--- config.mk ---
export PLATFORM = sky130hd
export DESIGN_NAME = csma_tx_sequencer
export DESIGN_NICKNAME = d
export VERILOG_FILES = /design/src/rtl/tx_seq_pkg.sv /design/src/rtl/tx_defer_timer.sv /design/src/rtl/tx_crc32_lsb.sv /design/src/rtl/tx_byte_shifter.sv /design/src/rtl/csma_tx_sequencer.sv
export SDC_FILE = /design/constraint.sdc
export NUM_CORES = 1
export LEC_CHECK = 0
export ABC_AREA = 1
export CORE_MARGIN = 3
export CORE_UTILIZATION = 45
export CTS_CLUSTER_DIAMETER = 40
export CTS_CLUSTER_SIZE = 20
export DETAILED_ROUTE_END_ITERATION = 16
export DONT_BUFFER_PORTS = 1
export GPL_ROUTABILITY_DRIVEN = 1
export SLEW_MARGIN = 30
export SYNTH_ARGS = -nofsm -noshare
export SYNTH_HDL_FRONTEND = slang
export SYNTH_SLANG_ARGS = --single-unit
--- constraint.sdc ---
create_clock -name clk -period 4.08 [get_ports clk]
set_clock_uncertainty 0.15 [all_clocks]
set_input_delay 0.612 -clock clk [delete_from_list [all_inputs] [get_ports clk]]
set_output_delay 0.612 -clock clk [all_outputs]
set_load 0.01 [all_outputs]
--- src/rtl/tx_seq_pkg.sv ---
package tx_seq_pkg;
  typedef enum logic [2:0] {
    ST_IDLE,
    ST_PRE,
    ST_DATA,
    ST_CRC,
    ST_JAM
  } seq_state_e;

  localparam logic [7:0]  PRE_PATTERN = 8'h55;
  localparam logic [7:0]  SFD_PATTERN = 8'hD5;
  localparam logic [31:0] CRC_POLY    = 32'hEDB88320;
  localparam int          CRC_BITS    = 32;
endpackage

--- src/rtl/tx_defer_timer.sv ---
module tx_defer_timer #(
  parameter int IFG_BITS = 96
) (
  input  logic clk,
  input  logic rst_n,
  input  logic line_busy,
  output logic gap_met
);
  localparam int CW = $clog2(IFG_BITS + 1);

  logic [CW-1:0] quiet_cnt;

  always_ff @(posedge clk) begin
    if (!rst_n)                          quiet_cnt <= '0;
    else if (line_busy)                  quiet_cnt <= '0;
    else if (quiet_cnt != CW'(IFG_BITS)) quiet_cnt <= quiet_cnt + 1'b1;
  end

  assign gap_met = (quiet_cnt == CW'(IFG_BITS));

  AST_GAP_RESTARTS: assert property (@(posedge clk) disable iff (!rst_n)
    line_busy |=> !gap_met);
endmodule

--- src/rtl/tx_crc32_lsb.sv ---
module tx_crc32_lsb
  import tx_seq_pkg::*;
(
  input  logic clk,
  input  logic rst_n,
  input  logic init,
  input  logic update,
  input  logic din,
  input  logic shift,
  output logic out_bit
);
  logic [CRC_BITS-1:0] crc_q;

  always_ff @(posedge clk) begin
    if (!rst_n || init) crc_q <= '1;
    else if (update)    crc_q <= (crc_q >> 1) ^ ((crc_q[0] ^ din) ? CRC_POLY : '0);
    else if (shift)     crc_q <= {1'b1, crc_q[CRC_BITS-1:1]};
  end

  assign out_bit = ~crc_q[0];

  AST_CRC_ONE_USE: assert property (@(posedge clk) disable iff (!rst_n)
    !(update && shift));
endmodule

--- src/rtl/tx_byte_shifter.sv ---
module tx_byte_shifter #(
  parameter int W = 8
) (
  input  logic         clk,
  input  logic         rst_n,
  input  logic         load,
  input  logic [W-1:0] load_val,
  input  logic         advance,
  output logic         out_bit,
  output logic         at_last
);
  localparam int IW = $clog2(W);

  logic [W-1:0]  sh_q;
  logic [IW-1:0] idx_q;

  always_ff @(posedge clk) begin
    if (!rst_n) begin
      sh_q  <= '0;
      idx_q <= '0;
    end else if (load) begin
      sh_q  <= load_val;
      idx_q <= '0;
    end else if (advance) begin
      sh_q  <= sh_q >> 1;
      idx_q <= idx_q + 1'b1;
    end
  end

  assign out_bit = sh_q[0];
  assign at_last = (idx_q == IW'(W - 1));

  AST_SHIFT_STEP: assert property (@(posedge clk) disable iff (!rst_n)
    (advance && !load && !at_last) |=> (out_bit == $past(sh_q[1])));
endmodule

--- src/rtl/csma_tx_sequencer.sv ---
module csma_tx_sequencer
  import tx_seq_pkg::*;
#(
  parameter int IFG_BITS  = 96,
  parameter int PRE_BYTES = 7,
  parameter int JAM_BITS  = 32
) (
  input  logic       clk,
  input  logic       rst_n,
  input  logic       carrier_sense,
  input  logic       collision,
  input  logic       backoff_busy,
  input  logic       no_crc,
  input  logic       fifo_valid,
  output logic       fifo_ready,
  input  logic [7:0] fifo_data,
  input  logic       fifo_last,
  output logic       tx_en,
  output logic       tx_bit,
  output logic       retry_req,
  output logic       backoff_start,
  output logic       done,
  output logic       status_ok,
  output logic       status_collision,
  output logic       status_underflow
);
  localparam int PW       = $clog2(PRE_BYTES + 2);
  localparam int TAIL_MAX = (JAM_BITS > CRC_BITS) ? JAM_BITS : CRC_BITS;
  localparam int TW       = $clog2(TAIL_MAX);

  seq_state_e    state_q;
  logic [PW-1:0] pre_cnt_q;
  logic [TW-1:0] tail_q;
  logic          last_q, no_crc_q;

  logic gap_met, sh_bit, sh_last, crc_bit;
  logic start, sending, col_hit, need_byte, take, starve;
  logic data_tail, crc_end, jam_end, fin_ok, fin_col, fin_unf;
  logic sh_load, sh_adv;
  logic [7:0] sh_val;

  tx_defer_timer #(.IFG_BITS(IFG_BITS)) u_defer (
    .clk(clk), .rst_n(rst_n), .line_busy(carrier_sense | tx_en), .gap_met(gap_met)
  );

  assign start     = (state_q == ST_IDLE) && fifo_valid && gap_met && !backoff_busy;
  assign sending   = (state_q == ST_PRE) || (state_q == ST_DATA) || (state_q == ST_CRC);
  assign col_hit   = sending && collision;
  assign need_byte = !col_hit && sh_last &&
                     (((state_q == ST_PRE) && (pre_cnt_q == PW'(PRE_BYTES + 1))) ||
                      ((state_q == ST_DATA) && !last_q));
  assign fifo_ready = need_byte;
  assign take      = need_byte && fifo_valid;
  assign starve    = need_byte && !fifo_valid;
  assign data_tail = !col_hit && (state_q == ST_DATA) && sh_last && last_q;
  assign crc_end   = !col_hit && (state_q == ST_CRC) && (tail_q == TW'(CRC_BITS - 1));
  assign jam_end   = (state_q == ST_JAM) && (tail_q == TW'(JAM_BITS - 1));
  assign fin_ok    = (data_tail && no_crc_q) || crc_end;
  assign fin_col   = jam_end;
  assign fin_unf   = starve;

  assign sh_load = start || (!col_hit && sh_last && ((state_q == ST_PRE) || (state_q == ST_DATA)));
  assign sh_adv  = (state_q == ST_PRE) || (state_q == ST_DATA);

  always_comb begin
    if (start)                                                      sh_val = PRE_PATTERN;
    else if ((state_q == ST_DATA) || (pre_cnt_q == PW'(PRE_BYTES + 1))) sh_val = fifo_data;
    else if (pre_cnt_q < PW'(PRE_BYTES))                            sh_val = PRE_PATTERN;
    else                                                            sh_val = SFD_PATTERN;
  end

  tx_byte_shifter #(.W(8)) u_shift (
    .clk(clk), .rst_n(rst_n), .load(sh_load), .load_val(sh_val),
    .advance(sh_adv), .out_bit(sh_bit), .at_last(sh_last)
  );

  tx_crc32_lsb u_crc (
    .clk(clk), .rst_n(rst_n), .init(start), .update(state_q == ST_DATA),
    .din(sh_bit), .shift(state_q == ST_CRC), .out_bit(crc_bit)
  );

  always_ff @(posedge clk) begin
    if (!rst_n) begin
      state_q   <= ST_IDLE;
      pre_cnt_q <= '0;
      tail_q    <= '0;
      last_q    <= 1'b0;
      no_crc_q  <= 1'b0;
    end else begin
      unique case (state_q)
        ST_IDLE: if (start) begin
          state_q   <= ST_PRE;
          pre_cnt_q <= PW'(1);
          no_crc_q  <= no_crc;
          last_q    <= 1'b0;
        end
        ST_PRE: begin
          if (col_hit) begin
            state_q <= ST_JAM;
            tail_q  <= '0;
          end else if (take) begin
            state_q <= ST_DATA;
            last_q  <= fifo_last;
          end else if (starve) begin
            state_q <= ST_IDLE;
          end else if (sh_last) begin
            pre_cnt_q <= pre_cnt_q + 1'b1;
          end
        end
        ST_DATA: begin
          if (col_hit) begin
            state_q <= ST_JAM;
            tail_q  <= '0;
          end else if (take) begin
            last_q <= fifo_last;
          end else if (starve || (data_tail && no_crc_q)) begin
            state_q <= ST_IDLE;
          end else if (data_tail) begin
            state_q <= ST_CRC;
            tail_q  <= '0;
          end
        end
        ST_CRC: begin
          if (col_hit) begin
            state_q <= ST_JAM;
            tail_q  <= '0;
          end else if (crc_end) begin
            state_q <= ST_IDLE;
          end else begin
            tail_q <= tail_q + 1'b1;
          end
        end
        ST_JAM: begin
          if (jam_end) state_q <= ST_IDLE;
          else         tail_q  <= tail_q + 1'b1;
        end
        default: state_q <= ST_IDLE;
      endcase
    end
  end

  always_ff @(posedge clk) begin
    if (!rst_n) begin
      done             <= 1'b0;
      retry_req        <= 1'b0;
      backoff_start    <= 1'b0;
      status_ok        <= 1'b0;
      status_collision <= 1'b0;
      status_underflow <= 1'b0;
    end else begin
      done          <= fin_ok | fin_col | fin_unf;
      retry_req     <= fin_col | fin_unf;
      backoff_start <= fin_col;
      if (fin_ok | fin_col | fin_unf) begin
        status_ok        <= fin_ok;
        status_collision <= fin_col;
        status_underflow <= fin_unf;
      end
    end
  end

  assign tx_en = (state_q != ST_IDLE);

  always_comb begin
    unique case (state_q)
      ST_PRE, ST_DATA: tx_bit = sh_bit;
      ST_CRC:          tx_bit = crc_bit;
      ST_JAM:          tx_bit = ~tail_q[0];
      default:         tx_bit = 1'b0;
    endcase
  end

  AST_START_AFTER_GAP: assert property (@(posedge clk) disable iff (!rst_n)
    $rose(tx_en) |-> $past(gap_met));
  AST_START_NO_HOLD: assert property (@(posedge clk) disable iff (!rst_n)
    $rose(tx_en) |-> $past(!backoff_busy));
  AST_DONE_LINE_QUIET: assert property (@(posedge clk) disable iff (!rst_n)
    done |-> !tx_en);
  AST_POP_HAS_DATA: assert property (@(posedge clk) disable iff (!rst_n)
    (fifo_ready && !fifo_valid) |=> (done && status_underflow));
  AST_BACKOFF_ON_COL: assert property (@(posedge clk) disable iff (!rst_n)
    backoff_start |-> (retry_req && status_collision));
  AST_RETRY_CAUSE: assert property (@(posedge clk) disable iff (!rst_n)
    retry_req |-> (done && !status_ok));
  AST_ONE_OUTCOME: assert property (@(posedge clk) disable iff (!rst_n)
    done |-> ($countones({status_ok, status_collision, status_underflow}) == 1));
  AST_DONE_PULSE: assert property (@(posedge clk) disable iff (!rst_n)
    done |=> !done);
  AST_STATUS_HOLD: assert property (@(posedge clk) disable iff (!rst_n)
    !done |-> $stable({status_ok, status_collision, status_underflow}));
endmodule

* Word level (Yosys, flattened, before mapping) *
Cells that the tools add are included.

storage, ports and cells
  logic and storage cells = 141
  input port bits = 16
  bits in registers = 70
  output and inout port bits = 9

cells by class
  order comparisons = 1
  reduce and logical (&&, ||, !) cells = 46
  bitwise gates (word level) = 9
  $add $sub $neg = 4
  equality and inequality tests = 26
  muxes and demuxes = 40

operator list
  kind                 number
  $mux 32              3
  $mux 5               8
  $mux 8               5
  $mux 3               11
  $xor 31x32->32       1
  $mux 4               5
  $pmux 5 s4           1
  $logic_and 1x1->1    18
  $ne 2x2->1 const B   9
  $ne 3x3->1 const B   5
  $pmux 3 s5           1
  $reduce_and 6->1     2
  $logic_or 1x1->1     8
  $ne 4x4->1 const B   2
  $pmux 4 s2           1
  $reduce_bool 2->1    4
  $add 7x1->7 const B  1
  $eq 7x7->1 const B   1
  $ne 7x7->1 const B   1
  $reduce_and 7->1     1
  $eq 3x2->1 const B   2
  $eq 3x3->1 const B   2
  $reduce_or 2->1      3
  $add 5x1->5 const B  1
  other kinds (19)     30

* Logic depth before layout (Yosys ltp) *
Gate-level depths: netlist (run 1).

  depth after elaboration = 14
  mapped depth = 15
  depth with buffers taken out = 15

* By module *
From an unflattened synthesis (run 1), not the netlist that was laid out.

second synthesis, totals
  cell total of the unflattened synthesis = 524
  area total of the unflattened synthesis = 3634.7 µm²

modules (own cells, without submodules)
  module             area an instance (µm²)  times used  cells each  seq. area each (µm²)
  csma_tx_sequencer  1371.3                  1           209         400.4
  tx_crc32_lsb       1353.8                  1           184         640.6
  tx_byte_shifter    531.8                   1           76          220.2
  tx_defer_timer     377.9                   1           55          140.1

* Least setup slack after synthesis (run 1) *
No wires, ideal clock.

  path kind = register to register
  from = register tail_q[0]
  to = register tail_q[3]
  stages on the path, launching flop included = 10
  arrival time = 1.573 ns
  setup time = 0.132 ns
  path buffers = 0
  period minus slack after synthesis = 1.855 ns
  slack = 2.225 ns
  path through = dfxtp_1 ha_1 and3_1 ha_1 nand2_1 nand3_1 nor3_4 nand2_2 nand2_1 a21oi_1

on the way
  longest elaborated chain between the ends = 4
  elaborated cells on any way between the ends = 11
  classes of those cells = add/sub (1); eq/ne (3); mux (4); reduce/logical (3)

ends and longest elaborated chain
  item                                                   RTL line                  text
  start: declaration                                     csma_tx_sequencer.sv:33   logic [TW-1:0] tail_q;
  start signal: assignment                               csma_tx_sequencer.sv:130  tail_q <= tail_q + 1'b1;
  start signal: assignment                               csma_tx_sequencer.sv:135  else tail_q <= tail_q + 1'b1;
  $add 5x1->5 / $eq 5x5->1 (equally long branches)       --
  $mux 5 (tied with other cells)                         csma_tx_sequencer.sv:127  end else if (crc_end) begin
  $mux 5 (tied with other cells)                         csma_tx_sequencer.sv:124  if (col_hit) begin
  $pmux 5 s4 / $reduce_and 7->1 (equally long branches)  --

Several ways; a longest one is shown, not always the timed one. The select of a mux whose other input is x is not followed.
A chain may end at the register's enable or synchronous reset.

* Final worst setup path (run 1) *
  from = register state_q[2]
  to = output tx_bit

on the way
  longest elaborated chain between the ends = 3
  elaborated cells on any way between the ends = 6
  classes of those cells = eq/ne (4); mux (1); reduce/logical (1)

ends and longest elaborated chain
  item                                             RTL line                  text
  start: declaration                               csma_tx_sequencer.sv:31   seq_state_e state_q;
  start signal: assignment                         csma_tx_sequencer.sv:84   state_q <= ST_IDLE;
  start signal: assignment                         csma_tx_sequencer.sv:92   state_q <= ST_PRE;
  start signal: assignment                         csma_tx_sequencer.sv:99   state_q <= ST_JAM;
  $eq 3x1->1 / $eq 3x2->1 (equally long branches)  csma_tx_sequencer.sv:165  unique case (state_q)
  $reduce_or 2->1 (no line)                        --
  $pmux 1 s3 (*)                                   csma_tx_sequencer.sv:165
  end: declaration                                 csma_tx_sequencer.sv:19   output logic tx_bit,

Every way passes the cells marked *; elsewhere a longest branch is shown, timed or not.

==> results of run 1 <==
state kept, by name (all words and copies together), names as in the netlist:
signal and count:
last_q 1, status_ok 1, status_collision 1, backoff_start 1
u_shift.idx_q 3, no_crc_q 1, u_defer.quiet_cnt 7, state_q 3
done 1, u_crc.crc_q 32, u_shift.sh_q 8, retry_req 1
tail_q 5, status_underflow 1, pre_cnt_q 4
per-layer routing:
| metal | GRT usage, % | routed length, um | up-vias | part of all wire [%] |
|---|---|---|---|---|
| met5 | 0 | 0 | - | 0 |
| met4 | 6.960 | 88 | 0 | 1.3 |
| met3 | 3.249 | 224 | 7 | 3.4 |
| met2 | 23.82 | 2872 | 37 | 43 |
| met1 | 24.26 | 3473 | 1228 | 52 |
| li1 | - | - | 1473 | - |
kinds of logic (layout without fill, tap and decap cells):
family / count (synthesis) / after routing / synth area share [%]
AOI/OAI and AO/OA: 93 / 93 / 16.33
xor gates and xnor gates: 11 / 11 / 2.832
adders and majority gates: 8 / 8 / 2.942
buffers and inverters: 76 / 78 / 8.606
DFF: 70 / 70 / 41.19
and+or+nand+nor: 190 / 190 / 28.10
power by group:
group          switching (W)  internal [W]  total (W)  leakage, nW
registers          0.0000468      0.000736   0.000782        0.566
clock network       0.000248      0.000316   0.000564       0.0996
logic               0.000263      0.000147   0.000410        0.954
total               0.000558       0.00120    0.00176         1.62
cells in the final DEF (no fill, tap or decap):
cell type and count:
nand2_1 90, dfxtp_1 70, inv_1 55, nand3_1 30, a21oi_1 28, o211ai_1 28, nor2_1 25, o21ai_0 25
clkbuf_8 11, nand2_2 9, xor2_1 8, ha_1 8, or2_2 7, inv_2 6, nor2_2 5, o22ai_1 5
nand3b_1 5, a31oi_1 4, nand3_4 3, xnor2_1 3, nor3_1 3, nand2_4 2, nand3_2 2, nor2_4 2
nand4_1 2, clkbuf_1 2, and3_1 1, nor2_8 1, o221ai_1 1, nor3_2 1, nor3_4 1, or4_1 1
o31ai_1 1, a211oi_1 1, bufinv_16 1, clkinvlp_4 1, clkinv_2 1, buf_4 1
final cells by class:
type                            instances  share of cell area, %
Sequential cell                        70                  38.17
Timing Repair Buffer                    1                 0.2045
Inverter                               61                  6.237
Clock inverter                          3                  1.159
Tap cell                               99                  3.374
Multi-Input combinational cell        302                  46.52
Clock buffer                           13                  4.329
how the worst max path moves through the flow:
stage	from	to	slack, ns	cells past startpoint
global route	state_q[2]$_SDFFE_PN0P_	tx_bit	1.22	5
detailed placement	state_q[1]$_SDFFE_PN0P_	last_q$_SDFFE_PN0P_	1.75	11
floorplan	tail_q[0]$_SDFFE_PN0P_	tail_q[3]$_SDFFE_PN0P_	2.22	9
CTS	state_q[2]$_SDFFE_PN0P_	tx_bit	1.40	5
global placement	state_q[1]$_SDFFE_PN0P_	last_q$_SDFFE_PN0P_	1.75	11
finish	state_q[2]$_SDFFE_PN0P_	tx_bit	1.47	5
worst max-delay path, delay by kind of cell (launching register included):
family | cells | cell delay (ns)
flip-flops | 1 | 0.40
buffers and inverters | 2 | 0.20
AO/OA/AOI/OAI | 1 | 0.28
AND/OR/NAND/NOR | 2 | 0.63
through the flow:
| step | worst slack (ns) | area [um2] | hold WS [ns] |
|---|---|---|---|
| 6_report | 1.471 | 3671 | 0.2272 |
| 2_1_floorplan | 2.225 | 3402 | 0.2888 |
| 3_3_place_gp | 1.755 | 3470 | 0.3022 |
| 4_1_cts | 1.400 | 3671 | 0.2104 |
| 3_5_place_dp | 1.746 | 3470 | 0.3109 |
| 5_1_grt | 1.216 | 3671 | 0.2103 |
==> run metrics, run 1 <==
status completed; Die ar. 8640 um2; die width just over 90 um; Yosys top cell area share 41.19%; Hold Vio Cnt, Final 0; most frequent cell after synthesis nand2_1; FF+latch area ~1400 um2; Max-cap violations 0; most common library cells after synthesis nand2_1, dfxtp_1, inv_1, nand3_1; netlist area before placement about 3400 um2; Mapped Cells 448; WP data arrival between 1.5 and 2 ns; Seq/Total Area, Yosys 41.19%; Max VDD drop 0.0002927 V; Worst setup EP type primary output; worst-path cell chain inv_2 -> nand2_2 -> nor2_2 -> inv_1 -> o221ai_1; chip height 92.95 um; worst reg-to-reg path cell count 11; R2R Path Start state_q[1]$_SDFFE_PN0P_; fraction of registers with async set/reset 0%; share of cells above drive strength 1 12.00%; CTS max path bufs 2; combined global-route utilization of all metal layers 16.66%; Seq cells post-synth 70; ys flop type dfxtp_1; RD Place Congestion 0.8473; routed vias/inst 5.000; CTS buffer count 9; final setup TNS 0 ns; DR vias 2745; grt ovf 0; Crit Path Category register to primary output; final slew viol count 0; clock-pin transition on the worst setup and hold timing paths 0.07 ns; fin cells 549; largest area contributor in the netlist dfxtp_1; first-pass GRT wire length 11.75 mm; CP max stage delay 0.40 ns; Post-CTS Hold Fix Bufs 0; CTS tree done; Final nets roughly 470; Post-Syn Nets 472; Root Buffer clkbuf_8; antenna violations before repair 0; highest net fanout along the worst path 33; syn_area_per_cell 7.594 um2; Starting Density between 40 and 50%; fin crit period around 2.6 ns; CP required about 3.3 ns; Fillers 745; DRT antenna net count 0; Initial DRC Count roughly 180; Synth area leaders dfxtp_1, nand2_1, o211ai_1, inv_1, nand3_1; clk_lat worst skew 0.33 ns; CTS H-tree lvls 3; Post-synth EDFFs 0; total placed cells including tap cells 533; Synth cell types 35; CTS Sinks 70; Final setup viols 0; class of the worst hold path primary input to register; DPL Wire Length 4.664 mm; First-pass DRT Iterations 4; area of the multi-input gates 1708 um2; core region area 7292 um2; wire per inst 12.13 um; Peak Freq approximately 0.38 GHz; PD cells 478.4 nW/um2; r2r endpoint last_q$_SDFFE_PN0P_; FF-to-FF setup slack 1.73 ns; drc violations 0; hold path depth 2; Hold Path End status_underflow$_SDFFE_PN0P_; YS warnings 0; Setup Fix Bufs, Post-CTS 0; Worst path slowest cell dfxtp_1; PostCTS Resize Cnt 0; vias in the first global route 2529; port bufs 0; DRT Wirelength 6.658 mm; Layout area overhead 7.907%; num ports 25; crit share post-route 63.95%; Leak Pwr 1.620 nW; Rel. slew slack 54.20%; largest net degree at the start of global routing 35; Tightest Pin Transition 0.6863 ns; Tot Pwr ~0.0018 W; hold_sp rst_n; crit start category register; Core Util, Final about half; RSZ-0062 raised after global routing no; Rows 31; diode count 0
Note: power is estimated with default switching activity, not from simulation.
==> inputs of run 2 (changes only) <==
==> constraint.sdc (replaced) <==
create_clock -name clk -period 2.6 [get_ports clk]
set_clock_uncertainty 0.15 [all_clocks]
set_input_delay 0.39 -clock clk [delete_from_list [all_inputs] [get_ports clk]]
set_output_delay 0.39 -clock clk [all_outputs]
set_load 0.01 [all_outputs]
==> run 2 against run 1 <==
Compared with the run above:
- setup slack lost 1.2 ns
- register-to-register slack lost 1.2 ns
- utilization grew 0.72 points
- first-iteration DRC count shrank 14%
- non-clock buffer count grew 5
- cell count grew 0.91%
- power grew 61%
- hold slack lost 0.20 ns
- combinational power grew 58%
- design area grew 1.4%
- sequential share of layout area shrank 0.54 points
- critical path type unchanged
- critical endpoint is now fifo_ready
- highest routed layer unchanged
==> run metrics, run 2 (same netlist as run 1, synthesis figures left out) <==
Rel. slew slack between 70% and 80%; clock-pin transition on the worst setup and hold timing paths roughly 0.070 ns; CTS tree done; DPL Wire Length 4.813 mm; clk_lat worst skew approximately 0.34 ns; num ports 25; Crit Path Category register to primary output; Core Util, Final 51.06%; Starting Density a little under half; Worst path slowest cell dfxtp_1; antenna violations before repair 0; DRT antenna net count 0; wire per inst 12.26 um; CTS max path bufs 2; routed vias/inst 5.097; Peak Freq 0.4265 GHz; CTS H-tree lvls 3; PD cells ~760 nW/um2; Max VDD drop 0.0003850 V; CP required 2.06 ns; CTS Sinks 70; crit start category register; diode count 0; Max-cap violations 0; RD Place Congestion 0.8383; NetSw 0.0009009 W; crit share post-route approximately 90%; Largest Register u_crc.crc_q; Setup Fix Bufs, Post-CTS 0; DR vias between 2000 and 3000; core region area ~7300 um2; Int Pwr 0.001925 W; sequential fraction of design power 43.5%; grt ovf 0; WP data arrival 1.80 ns; DRT Wirelength 6.794 mm; final setup TNS 0 ns; vias in the first global route 2608; share of cells above drive strength 1 12.97%; Gate power share 22.9%; Tightest Pin Transition 0.4375 ns; most common cell after layout, fill and taps aside nand2_1; largest net degree at the start of global routing 34; final slew viol count 0; first-pass GRT wire length between 10 and 15 mm; Worst setup EP type primary output; Largest register FFs 32; commonest cells after routing, fill and taps aside nand2_1, dfxtp_1, inv_1, nand3_1; combined global-route utilization of all metal layers around 17%; worst-path cell chain inv_2 -> nor2_8 -> buf_4 -> nand3_1 -> nand2_2 -> nand2_1 -> inv_1; Rows 31; Die ar. around 8600 um2; Clock power frac 33.6%; status completed; chip height a little over 90 um; port bufs 0; Initial DRC Count 156; FF-to-FF setup slack 0.49 ns; fin crit period between 2 and 2.5 ns; drc violations 0; RSZ-0062 raised after global routing no; First-pass DRT Iterations 4; die width 92.95 um; Leak Pwr 1.651 nW; Hold Vio Cnt, Final 0; Final setup viols 0; CP max stage delay 0.43 ns; sw frac 31.88%; highest net fanout along the worst path 33; biggest regs u_crc.crc_q: 32 flops, u_shift.sh_q: 8 flops, u_defer.quiet_cnt: 7 flops; Final nets 474; CTS buffer count 9; Root Buffer clkbuf_8; class of the worst hold path primary input to register; Layout area overhead 9.452%
## run 2: changes by cell type in the layout (fill, tap and decap cells not counted), sizes merged
cell	delta
bufinv	+1
buf	+4
clkinv	+2
dlygate4sd3	+1
clkbuf	-3
## run 2: final timing paths
check,startpoint,to,cells after the start
worst max-delay path,state_q[1]$_SDFFE_PN0P_,fifo_ready,7
worst min register to register,u_defer.quiet_cnt[5]$_SDFFE_PP0P_,u_defer.quiet_cnt[5]$_SDFFE_PP0P_,2
worst min-delay path,rst_n,u_shift.sh_q[0]$_SDFFE_PN0P_,2
worst max register to register,u_defer.quiet_cnt[1]$_SDFFE_PP0P_,last_q$_SDFFE_PN0P_,11
## run 2: through the flow
step / setup WS, ns / total power (W) / hold slack [ns] / cells / instance area, um2
after floorplan: 0.7449 / 0.001772 / 0.2888 / 448 / 3402
after global placement: 0.5217 / 0.001888 / 0.2985 / 537 / 3500
after detailed placement: 0.5022 / 0.001902 / 0.3050 / 537 / 3500
after CTS: 0.2302 / 0.002864 / 0.01585 / 554 / 3724
after global routing: 0.1217 / 0.003005 / 0.02896 / 554 / 3724
final: 0.2553 / 0.002826 / 0.02859 / 554 / 3724
## run 2: timing repair
| item | 4_1_cts | 5_1_grt |
|---|---|---|
| hold buffers | 1 | 0 |
| endpoints found under the hold margin | 1 | 0 |
| gates resized for setup | 0 | 0 |
| setup endpoints to repair | 0 | 0 |
## run 2: worst max-delay path, delay by kind of cell (launching register included)
kind | cells | cell delay (ns)
buffers and inverters | 3 | 0.54
AND/OR/NAND/NOR | 4 | 0.49
flip-flops | 1 | 0.43
## run 2: area by class of cell
| type | instances | area [um2] |
|---|---|---|
| multi-input combinational | 302 | 1708 |
| clock inverter | 6 | 86.33 |
| fill | 750 | 3568 |
| timing repair buffer | 6 | 47.55 |
| inverter | 61 | 229.0 |
| tap | 99 | 123.9 |
| sequential | 70 | 1401 |
| clock buffer | 10 | 127.6 |
## run 2: power groups by stage
stage	Clock [W]	Sequential [W]	Combinational (W)
2_1_floorplan	0	0.00123	0.000538
3_3_place_gp	0	0.00125	0.000636
3_5_place_dp	0	0.00125	0.000648
4_1_cts	0.000982	0.00123	0.000652
5_1_grt	0.00102	0.00124	0.000742
6_report	0.000949	0.00123	0.000647
## run 2: per-layer routing
metal / track usage (%) / share of wire, %
met5: 0 / 0
met4: 6.593 / 1.4
met3: 3.168 / 2.5
met2: 25.61 / 45
met1: 23.81 / 51
